==> config.mk <==
export PLATFORM = sky130hd
export DESIGN_NAME = pwrkey_hold_ctrl
export DESIGN_NICKNAME = d
export VERILOG_FILES = /design/src/rtl/pwrkey_pkg.sv /design/src/rtl/pwrkey_edge.sv /design/src/rtl/pwrkey_span_timer.sv /design/src/rtl/pwrkey_seq.sv /design/src/rtl/pwrkey_hold_ctrl.sv
export SDC_FILE = /design/constraint.sdc
export NUM_CORES = 1
export LEC_CHECK = 0
export CAP_MARGIN = 25
export CORE_MARGIN = 3
export CORE_UTILIZATION = 49
export DETAILED_ROUTE_END_ITERATION = 6
export GPL_TIMING_DRIVEN = 0
export PLACE_DENSITY = 0.7
export REMOVE_ABC_BUFFERS = 1
export SYNTH_ARGS = -nofsm -noshare
export SYNTH_HDL_FRONTEND = slang
export SYNTH_SLANG_ARGS = --single-unit
==> constraint.sdc <==
create_clock -name clk -period 1.5 [get_ports clk]
set_input_delay 0.225 -clock clk [delete_from_list [all_inputs] [get_ports clk]]
set_output_delay 0.225 -clock clk [all_outputs]
set_load 0.02 [all_outputs]
==> src/rtl/pwrkey_pkg.sv <==
package pwrkey_pkg;

    typedef enum logic [1:0] {
        PWR_OFF        = 2'b00,
        PWR_SLEEP      = 2'b01,
        PWR_ACTIVE     = 2'b10,
        PWR_ACTIVE_ALT = 2'b11
    } pwr_mode_e;

    typedef enum logic [1:0] {
        KS_IDLE,
        KS_HOLD,
        KS_ACKWAIT,
        KS_RELWAIT
    } key_state_e;

    typedef struct packed {
        logic press;
        logic wake;
    } edge_evt_t;

    function automatic logic mode_wakes(input logic [1:0] mode);
        return (mode == PWR_OFF) || (mode == PWR_SLEEP);
    endfunction

    function automatic int unsigned max2(input int unsigned a, input int unsigned b);
        return (a > b) ? a : b;
    endfunction

endpackage

==> src/rtl/pwrkey_edge.sv <==
module pwrkey_edge
    import pwrkey_pkg::*;
(
    input  logic       clk,
    input  logic       rst,
    input  logic       key_level,
    input  logic [1:0] dev_mode,
    output logic       rise_now,
    output edge_evt_t  evt_q
);

    logic key_q;

    assign rise_now = key_level & ~key_q;

    always_ff @(posedge clk) begin
        if (rst) begin
            key_q <= 1'b0;
            evt_q <= '0;
        end else begin
            key_q      <= key_level;
            evt_q.press <= rise_now;
            evt_q.wake  <= rise_now & mode_wakes(dev_mode);
        end
    end

endmodule

==> src/rtl/pwrkey_span_timer.sv <==
module pwrkey_span_timer #(
    parameter int unsigned CNT_W = 8
) (
    input  logic             clk,
    input  logic             rst,
    input  logic             clr,
    input  logic             en,
    input  logic [CNT_W-1:0] limit,
    output logic             at_limit
);

    logic [CNT_W-1:0] cnt;

    assign at_limit = (cnt == limit);

    always_ff @(posedge clk) begin
        if (rst || clr) begin
            cnt <= '0;
        end else if (en) begin
            cnt <= cnt + 1'b1;
        end
    end

endmodule

==> src/rtl/pwrkey_seq.sv <==
module pwrkey_seq
    import pwrkey_pkg::*;
#(
    parameter int unsigned LONG_TICKS = 6000,
    parameter int unsigned ACK_TICKS  = 2000,
    parameter int unsigned CNT_W      = 13
) (
    input  logic clk,
    input  logic rst,
    input  logic key_level,
    input  logic rise_now,
    input  logic ack_pulse,
    output logic long_flag,
    output logic pdown_pulse
);

    localparam logic [CNT_W-1:0] HOLD_LAST = CNT_W'(LONG_TICKS - 1);
    localparam logic [CNT_W-1:0] WIN_LAST  = CNT_W'(ACK_TICKS - 1);

    key_state_e       state_q, state_d;
    logic             long_d, pdown_d;
    logic             tmr_clr, tmr_en, tmr_hit;
    logic [CNT_W-1:0] tmr_limit;

    pwrkey_span_timer #(.CNT_W(CNT_W)) u_timer (
        .clk      (clk),
        .rst      (rst),
        .clr      (tmr_clr),
        .en       (tmr_en),
        .limit    (tmr_limit),
        .at_limit (tmr_hit)
    );

    assign tmr_limit = (state_q == KS_ACKWAIT) ? WIN_LAST : HOLD_LAST;

    always_comb begin
        state_d = state_q;
        long_d  = long_flag;
        pdown_d = 1'b0;
        tmr_clr = 1'b0;
        tmr_en  = 1'b0;
        unique case (state_q)
            KS_IDLE: begin
                if (rise_now) begin
                    state_d = KS_HOLD;
                    tmr_en  = 1'b1;
                end else begin
                    tmr_clr = 1'b1;
                end
            end
            KS_HOLD: begin
                if (!key_level) begin
                    state_d = KS_IDLE;
                    tmr_clr = 1'b1;
                end else if (tmr_hit) begin
                    state_d = KS_ACKWAIT;
                    long_d  = 1'b1;
                    tmr_clr = 1'b1;
                end else begin
                    tmr_en = 1'b1;
                end
            end
            KS_ACKWAIT: begin
                if (ack_pulse) begin
                    state_d = KS_RELWAIT;
                    long_d  = 1'b0;
                    tmr_clr = 1'b1;
                end else if (tmr_hit) begin
                    state_d = KS_RELWAIT;
                    long_d  = 1'b0;
                    pdown_d = 1'b1;
                    tmr_clr = 1'b1;
                end else begin
                    tmr_en = 1'b1;
                end
            end
            KS_RELWAIT: begin
                tmr_clr = 1'b1;
                if (!key_level) begin
                    state_d = KS_IDLE;
                end
            end
            default: begin
                state_d = KS_IDLE;
                tmr_clr = 1'b1;
            end
        endcase
    end

    always_ff @(posedge clk) begin
        if (rst) begin
            state_q     <= KS_IDLE;
            long_flag   <= 1'b0;
            pdown_pulse <= 1'b0;
        end else begin
            state_q     <= state_d;
            long_flag   <= long_d;
            pdown_pulse <= pdown_d;
        end
    end

endmodule

==> src/rtl/pwrkey_hold_ctrl.sv <==
module pwrkey_hold_ctrl
    import pwrkey_pkg::*;
#(
    parameter int unsigned LONG_TICKS = 6000,
    parameter int unsigned ACK_TICKS  = 2000
) (
    input  logic       clk,
    input  logic       rst,
    input  logic       key_level,
    input  logic       ack_pulse,
    input  logic [1:0] dev_mode,
    output logic       press_irq,
    output logic       wake_req,
    output logic       long_irq,
    output logic       pdown_req
);

    localparam int unsigned CNT_W = $clog2(max2(LONG_TICKS, ACK_TICKS) + 1);

    logic      rise_now;
    edge_evt_t evt;

    pwrkey_edge u_edge (
        .clk       (clk),
        .rst       (rst),
        .key_level (key_level),
        .dev_mode  (dev_mode),
        .rise_now  (rise_now),
        .evt_q     (evt)
    );

    pwrkey_seq #(
        .LONG_TICKS (LONG_TICKS),
        .ACK_TICKS  (ACK_TICKS),
        .CNT_W      (CNT_W)
    ) u_seq (
        .clk         (clk),
        .rst         (rst),
        .key_level   (key_level),
        .rise_now    (rise_now),
        .ack_pulse   (ack_pulse),
        .long_flag   (long_irq),
        .pdown_pulse (pdown_req)
    );

    assign press_irq = evt.press;
    assign wake_req  = evt.wake;

endmodule

==> implementation parameters, run 1 <==
Parameter                              Value

Status
  Outcome    complete, no violations

Global route
  Combined global-route utilization of all metal layers    between 10% and 20%
  Global-route wire length before repair    3280 µm
  Initial antenna violation count    0
  Leftover overflow at the end of global routing    0
  Vias in the first global route    719
  Pin count of the biggest net entering global routing    14

Yosys
  Cell type with the highest aggregate area in the netlist    dfxtp_1
  Proportion of synthesized flip-flops having asynchronous set or reset    0%
  Ys Warns    0
  Share of the synthesized area in the top cell type    39.6%
  Post-synthesis sequential element count    20
  Post-synthesis instance area    approximately 0.0010 mm²
  EDFF count, synth    0
  Cells after synthesis    roughly 100
  Cell variety after synth    34
  Share of the yosys chip area belonging to registers    about two fifths
  Predominant post-synthesis flop cell    dfxtp_1
  Largest cells by area after synthesis    dfxtp_1, nor3_2, xnor2_1
  Synthesized area per cell    about 10 µm²

Setup path
  Arrival @ worst endpoint    about 1.2 ns
  Worst path max stage delay    between 0.5 and 0.6 ns
  Chain of cells forming the critical path    clkdlybuf4s50_1
  Setup Crit Path Kind    reg2out
  Worst Setup Start Kind    register
  Req. time, crit path    ~1.3 ns
  Crit. End Element    primary output
  Buffers and inverters on the worst path    1
  Cell type group with the largest total delay on the critical path    buffers and inverters
  Slowest cell on crit path    clkdlybuf4s50_1
  Crit-path max FO    1

Hold path
  Hold Crit Class    in2reg

Die
  Full die area    0.00264 mm²
  Initial core utilization    55.0%
  Die H    between 50 and 60 µm
  Row cnt    15
  Top Ports    10
  Die span in x    51.4 µm
  Core Area    0.00184 mm²

STA
  Post-route fraction of the period consumed by the critical path    between 90% and 100%
  Min Clock Period, post-route    roughly 1.4 ns
  Layout Skew    about 0.0027 ns
  Final Hold Viols    0
  Number of max-slew violations in the final report    0
  Final setup vio count    0
  Highest clock rate    692 MHz
  Actual slew at the worst max-slew pin    between 0.3 and 0.4 ns
  Max_slew headroom    between 70% and 80%
  Hold slack    between 0.4 and 0.5 ns

Clock tree
  Quantity of hold-fixing buffers added after cts    0
  Number of H-tree branching levels    1
  TritonCTS clock tree    done
  Inserted Clock Buffers    3
  Clock sink count    20
  Clock slew at reported path FFs    0.11 ns
  Maximum count of clock buffers along a single path    2
  CTS root buf    clkbuf_4
  Clock insertion delay at the later pin of the skew report    around 0.30 ns

Final layout
  Nets@finish    between 100 and 150
  Layout cells sized above 1    30.1%
  Ant. Diodes    0
  Area growth from synthesis to layout    20.8%
  Most common cell after layout, fill and taps aside    dfxtp_1
  Most used cells in the layout excluding fill and tap cells    dfxtp_1, nor3_2

Route
  Count of vias placed by the detailed router    around 810
  Number of violations reported at the end of detailed-routing iteration 0    26
  Detail Route Antenna Nets    0
  Aggregate routed wire length    a little over 2000 µm
  Routed wire per std cell    roughly 15 µm
  Number of optimization iterations in the first detailed-route pass    4
  Via density per instance    slightly below 6
  Residual DRC count    0

Placement
  Placer congestion estimate    around 0.77
  Port bufs    8
  Half-perimeter wire length of the detailed placement result    1260 µm

Run
  Max-cap viol count    0

Power and ir drop
  Pleak    about 0.00040 µW
  Maximum resistive drop on vdd    roughly 0.61 mV
  Power per unit of standard cell area    between 700 and 800 mW/mm²
  Final Total Pwr    roughly 930 µW
## final timing paths
check	from	end	slack, ns	cells after the start
setup / recovery	u_edge.evt_q[0]	wake_req	0.06	1
hold reg to reg	u_seq.long_flag	u_seq.long_flag	0.51	2
hold / removal	dev_mode[1]	u_edge.evt_q[0]	0.44	2
setup reg to reg	u_seq.u_timer.cnt[7]	u_seq.u_timer.cnt[1]	0.06	5
## repair_timing
item	in CTS	in global routing
setup buffers	2	2
setup endpoints to repair	14	17
pin swaps	1	4
gates resized for setup	5	12
## state kept, by name (all words and copies together), names as in the netlist, named ones only
signal and cells:
u_seq.state_q 1, u_seq.pdown_pulse 1, u_seq.long_flag 1, u_seq.u_timer.cnt 13, u_edge.evt_q 2, u_edge.key_q 1
## layer usage
layer | vias up | GRT usage (%) | share of wire [%]
met5 | - | 0 | 0
met4 | 0 | 7.86 | 2.4
li1 | 398 | - | -
met2 | 18 | 26.5 | 50
met3 | 7 | 3.79 | 4.3
met1 | 390 | 21.8 | 43
## Yosys cell counts (3+ instances only)
| cell type | instances |
|---|---|
| dfxtp_1 | 20 |
| xnor2_1 | 6 |
| nand3_1 | 4 |
| xor2_1 | 6 |
| nor4_1 | 4 |
| nand2_1 | 4 |
| nor2_1 | 4 |
| nand4_1 | 5 |
| buf_6 | 3 |
| nor3_1 | 6 |
| nor3_2 | 9 |
## report_power, final
group | leakage (µW) | total, µW | internal [µW] | switching [µW]
registers | 0.000165 | 544 | 536 | 8.44
logic | 0.000213 | 66.7 | 34.0 | 32.7
clock network | 0.0000210 | 318 | 148 | 169
## stage by stage
stage               utilization [%]  worst slack [ns]  area [µm²]  std cells  setup TNS (ns)
CTS                            62.7           -0.0119        1150        136         -0.0267
global route                   66.4          -0.00891        1220        138        -0.00891
detailed placement             59.1            -0.383        1090        130           -4.55
finish                         66.4            0.0559        1220        138               0
floorplan                         -            -0.290         972         97           -3.32
global placement               58.9            -0.858        1080        130          -10.53
## kinds of logic after synthesis
logic type               Yosys count  synth area share (%)
AND/OR/NAND/NOR                   52                  37.4
flip-flops                        20                  39.6
XOR/XNOR                          12                  10.4
buffers and inverters              6                  4.58
adder cells (fa/ha/maj)            1                  1.24
AO/OA/AOI/OAI                     10                  6.81
## layout make-up
class | count | area, µm²
fillers | 170 | 618
repair buffers | 12 | 131
inverters | 2 | 7.51
flip-flops and latches | 20 | 412
well taps | 25 | 31.3
clock buffers | 4 | 36.3
multi-input cells | 75 | 603
Power figures use the tool's default switching activity.
==> run 2: changes to the inputs <==
--- a/config.mk
+++ b/config.mk
@@ -7,10 +7,10 @@
 export LEC_CHECK = 0
 export CAP_MARGIN = 25
 export CORE_MARGIN = 3
-export CORE_UTILIZATION = 49
+export CORE_UTILIZATION = 30
 export DETAILED_ROUTE_END_ITERATION = 6
 export GPL_TIMING_DRIVEN = 0
-export PLACE_DENSITY = 0.7
+export PLACE_DENSITY = 0.44
 export REMOVE_ABC_BUFFERS = 1
 export SYNTH_ARGS = -nofsm -noshare
 export SYNTH_HDL_FRONTEND = slang
==> constraint.sdc (replaced) <==
create_clock -name clk -period 1.55 [get_ports clk]
set_input_delay 0.2325 -clock clk [delete_from_list [all_inputs] [get_ports clk]]
set_output_delay 0.2325 -clock clk [all_outputs]
set_load 0.02 [all_outputs]
==> run 2 against run 1 <==
Net effect: combinational power decreased by 15%; worst setup slack better by 0.015 ns; wire length up 0.49%; cell count is 12% higher; largest cell class unchanged; highest routed layer unchanged.
==> implementation parameters, run 2 (synthesized netlist as in run 1, its figures left out) <==
Parameter                              Value

Status
  Outcome    complete, no violations

Global route
  Initial antenna violation count    0 (unchanged)
  Global-route wire length before repair    3530 µm (+7.8%)
  Combined global-route utilization of all metal layers    10.7% (-6.2 points)
  Vias in the first global route    767 (+6.7%)
  Leftover overflow at the end of global routing    0 (unchanged)
  Pin count of the biggest net entering global routing    14 (unchanged)

Hold path
  Hold Crit Class    in2reg

Clock tree
  Clock insertion delay at the later pin of the skew report    0.29 ns (about the same)
  Inserted Clock Buffers    3 (unchanged)
  CTS root buf    clkbuf_4
  Clock slew at reported path FFs    0.11 ns (about the same)
  Clock sink count    20 (unchanged)
  Number of H-tree branching levels    1 (unchanged)
  TritonCTS clock tree    done
  Quantity of hold-fixing buffers added after cts    0 (unchanged)
  Maximum count of clock buffers along a single path    2 (unchanged)

Power and ir drop
  Final Total Pwr    825 µW (-11%)
  Power per unit of standard cell area    684 mW/mm² (-10%)
  Pleak    0.000358 µW (-10%)
  Maximum resistive drop on vdd    0.247 mV (-60%)

STA
  Actual slew at the worst max-slew pin    0.506 ns (+0.139 ns)
  Layout Skew    0.000710 ns (-0.00204 ns)
  Number of max-slew violations in the final report    0 (unchanged)
  Min Clock Period, post-route    1.48 ns
  Final Hold Viols    0 (unchanged)
  Post-route fraction of the period consumed by the critical path    between 90 and 100%
  Final setup vio count    0 (unchanged)
  Highest clock rate    676 MHz
  Max_slew headroom    66.2% (-9.2 points)
  Unrepaired setup endpoints after global routing    no

Setup path
  Chain of cells forming the critical path    clkdlybuf4s50_1
  Slowest cell on crit path    clkdlybuf4s50_1
  Crit. End Element    primary output
  Crit-path max FO    3 (+2)
  Worst Setup Start Kind    register
  Buffers and inverters on the worst path    1 (unchanged)
  Arrival @ worst endpoint    1.25 ns (+0.03 ns)
  Worst path max stage delay    0.60 ns (about the same)
  Req. time, crit path    1.32 ns (+0.05 ns)
  Setup Crit Path Kind    reg2out
  Cell type group with the largest total delay on the critical path    buffers and inverters

Placement
  Placer congestion estimate    0.791 (+2.6%)
  Inst Count DP    149 (+15%)
  Half-perimeter wire length of the detailed placement result    1380 µm (+9.2%)
  Total placed instance area    0.00111 mm² (+2.2%)
  Port bufs    8 (unchanged)

Route
  Number of optimization iterations in the first detailed-route pass    4 (unchanged)
  Aggregate routed wire length    2040 µm (+0.49%)
  Residual DRC count    0 (unchanged)
  Routed wire per std cell    13.2 µm (-9.9%)
  Detail Route Antenna Nets    0 (unchanged)
  Number of violations reported at the end of detailed-routing iteration 0    52 (+100%)
  Via density per instance    4.93 (-16%)
  Count of vias placed by the detailed router    759 (-6.6%)

Final layout
  Final std cell area, no fill    0.00121 mm² (-1.2%)
  Largest registers in the final layout    u_seq.u_timer.cnt (13), u_edge.evt_q (2)
  Area growth from synthesis to layout    19.3%
  Finished Layout Cells    154 (+12%)
  Register containing the most flip-flops in the final layout    u_seq.u_timer.cnt
  Max FFs per register    13 (unchanged)
  Most used cells in the layout excluding fill and tap cells    dfxtp_1, nor3_2, clkdlybuf4s50_1
  Layout cells sized above 1    30.9% (+0.82 points)
  Final-layout fill cell count    331 (+95%)
  Nets@finish    119 (-1.7%)
  Most common cell after layout, fill and taps aside    dfxtp_1
  Ant. Diodes    0 (unchanged)

Die
  Die span in x    64.1 µm (+25%)
  Initial core utilization    32.3% (-23 points)
  Core Area    0.00313 mm² (+70%)
  Full die area    0.00410 mm² (+55%)
  Top Ports    10 (unchanged)
  Die H    64.1 µm (+25%)
  Row cnt    20 (+5)

Run
  Max-cap viol count    0 (unchanged)
[run 2: final cells by class]
class / count / area [µm²] / share of cell area (%)
repair buffers: 10 / 108 / 8.92
flip-flops and latches: 20 / 410 / 34.0
multi-input cells: 75 / 603 / 50.0
well taps: 44 / 55.1 / 4.56
clock buffers: 3 / 22.5 / 1.87
inverters: 2 / 7.51 / 0.622
[run 2: path summary, 6_finish.rpt]
| check | start | end | slack (ns) | cells past startpoint |
|---|---|---|---|---|
| worst max-delay path | u_seq.long_flag | long_irq | 0.07 | 1 |
| worst max register to register | u_seq.u_timer.cnt[0] | u_seq.u_timer.cnt[5] | 0.12 | 6 |
| worst min-delay path | dev_mode[1] | u_edge.evt_q[0] | 0.46 | 2 |
| worst min register to register | u_seq.long_flag | u_seq.long_flag | 0.49 | 2 |
[run 2: timing repair]
item	4_1_cts	5_1_grt
gates resized for setup	3	11
pin swaps	1	4
setup buffers	1	1
gates cloned	0	0
setup endpoints to repair	13	15
[run 2: per-layer routing]
metal	vias to the layer above	part of all wire (%)	GRT usage [%]
met5	-	0	0
met4	0	0.79	4.04
met3	2	2.9	2.46
met2	5	44	16.4
met1	360	53	14.5
li1	392	-	-
[run 2: where the power goes]
group,switching [µW],internal (µW)
Sequential,7.85,520
Combinational,30.3,26.4
Clock,150,90.3
[run 2: metrics by stage]
stage | hold WS, ns | util [%] | worst slack (ns) | setup TNS, ns
4_1_cts | 0.451 | 37.4 | 0.000955 | 0
3_3_place_gp | 0.471 | 35.4 | -0.869 | -10.63
3_5_place_dp | 0.486 | 35.5 | -0.377 | -4.51
2_1_floorplan | 0.299 | - | -0.240 | -2.67
6_report | 0.464 | 38.6 | 0.0712 | 0
5_1_grt | 0.449 | 38.6 | 0.00216 | 0
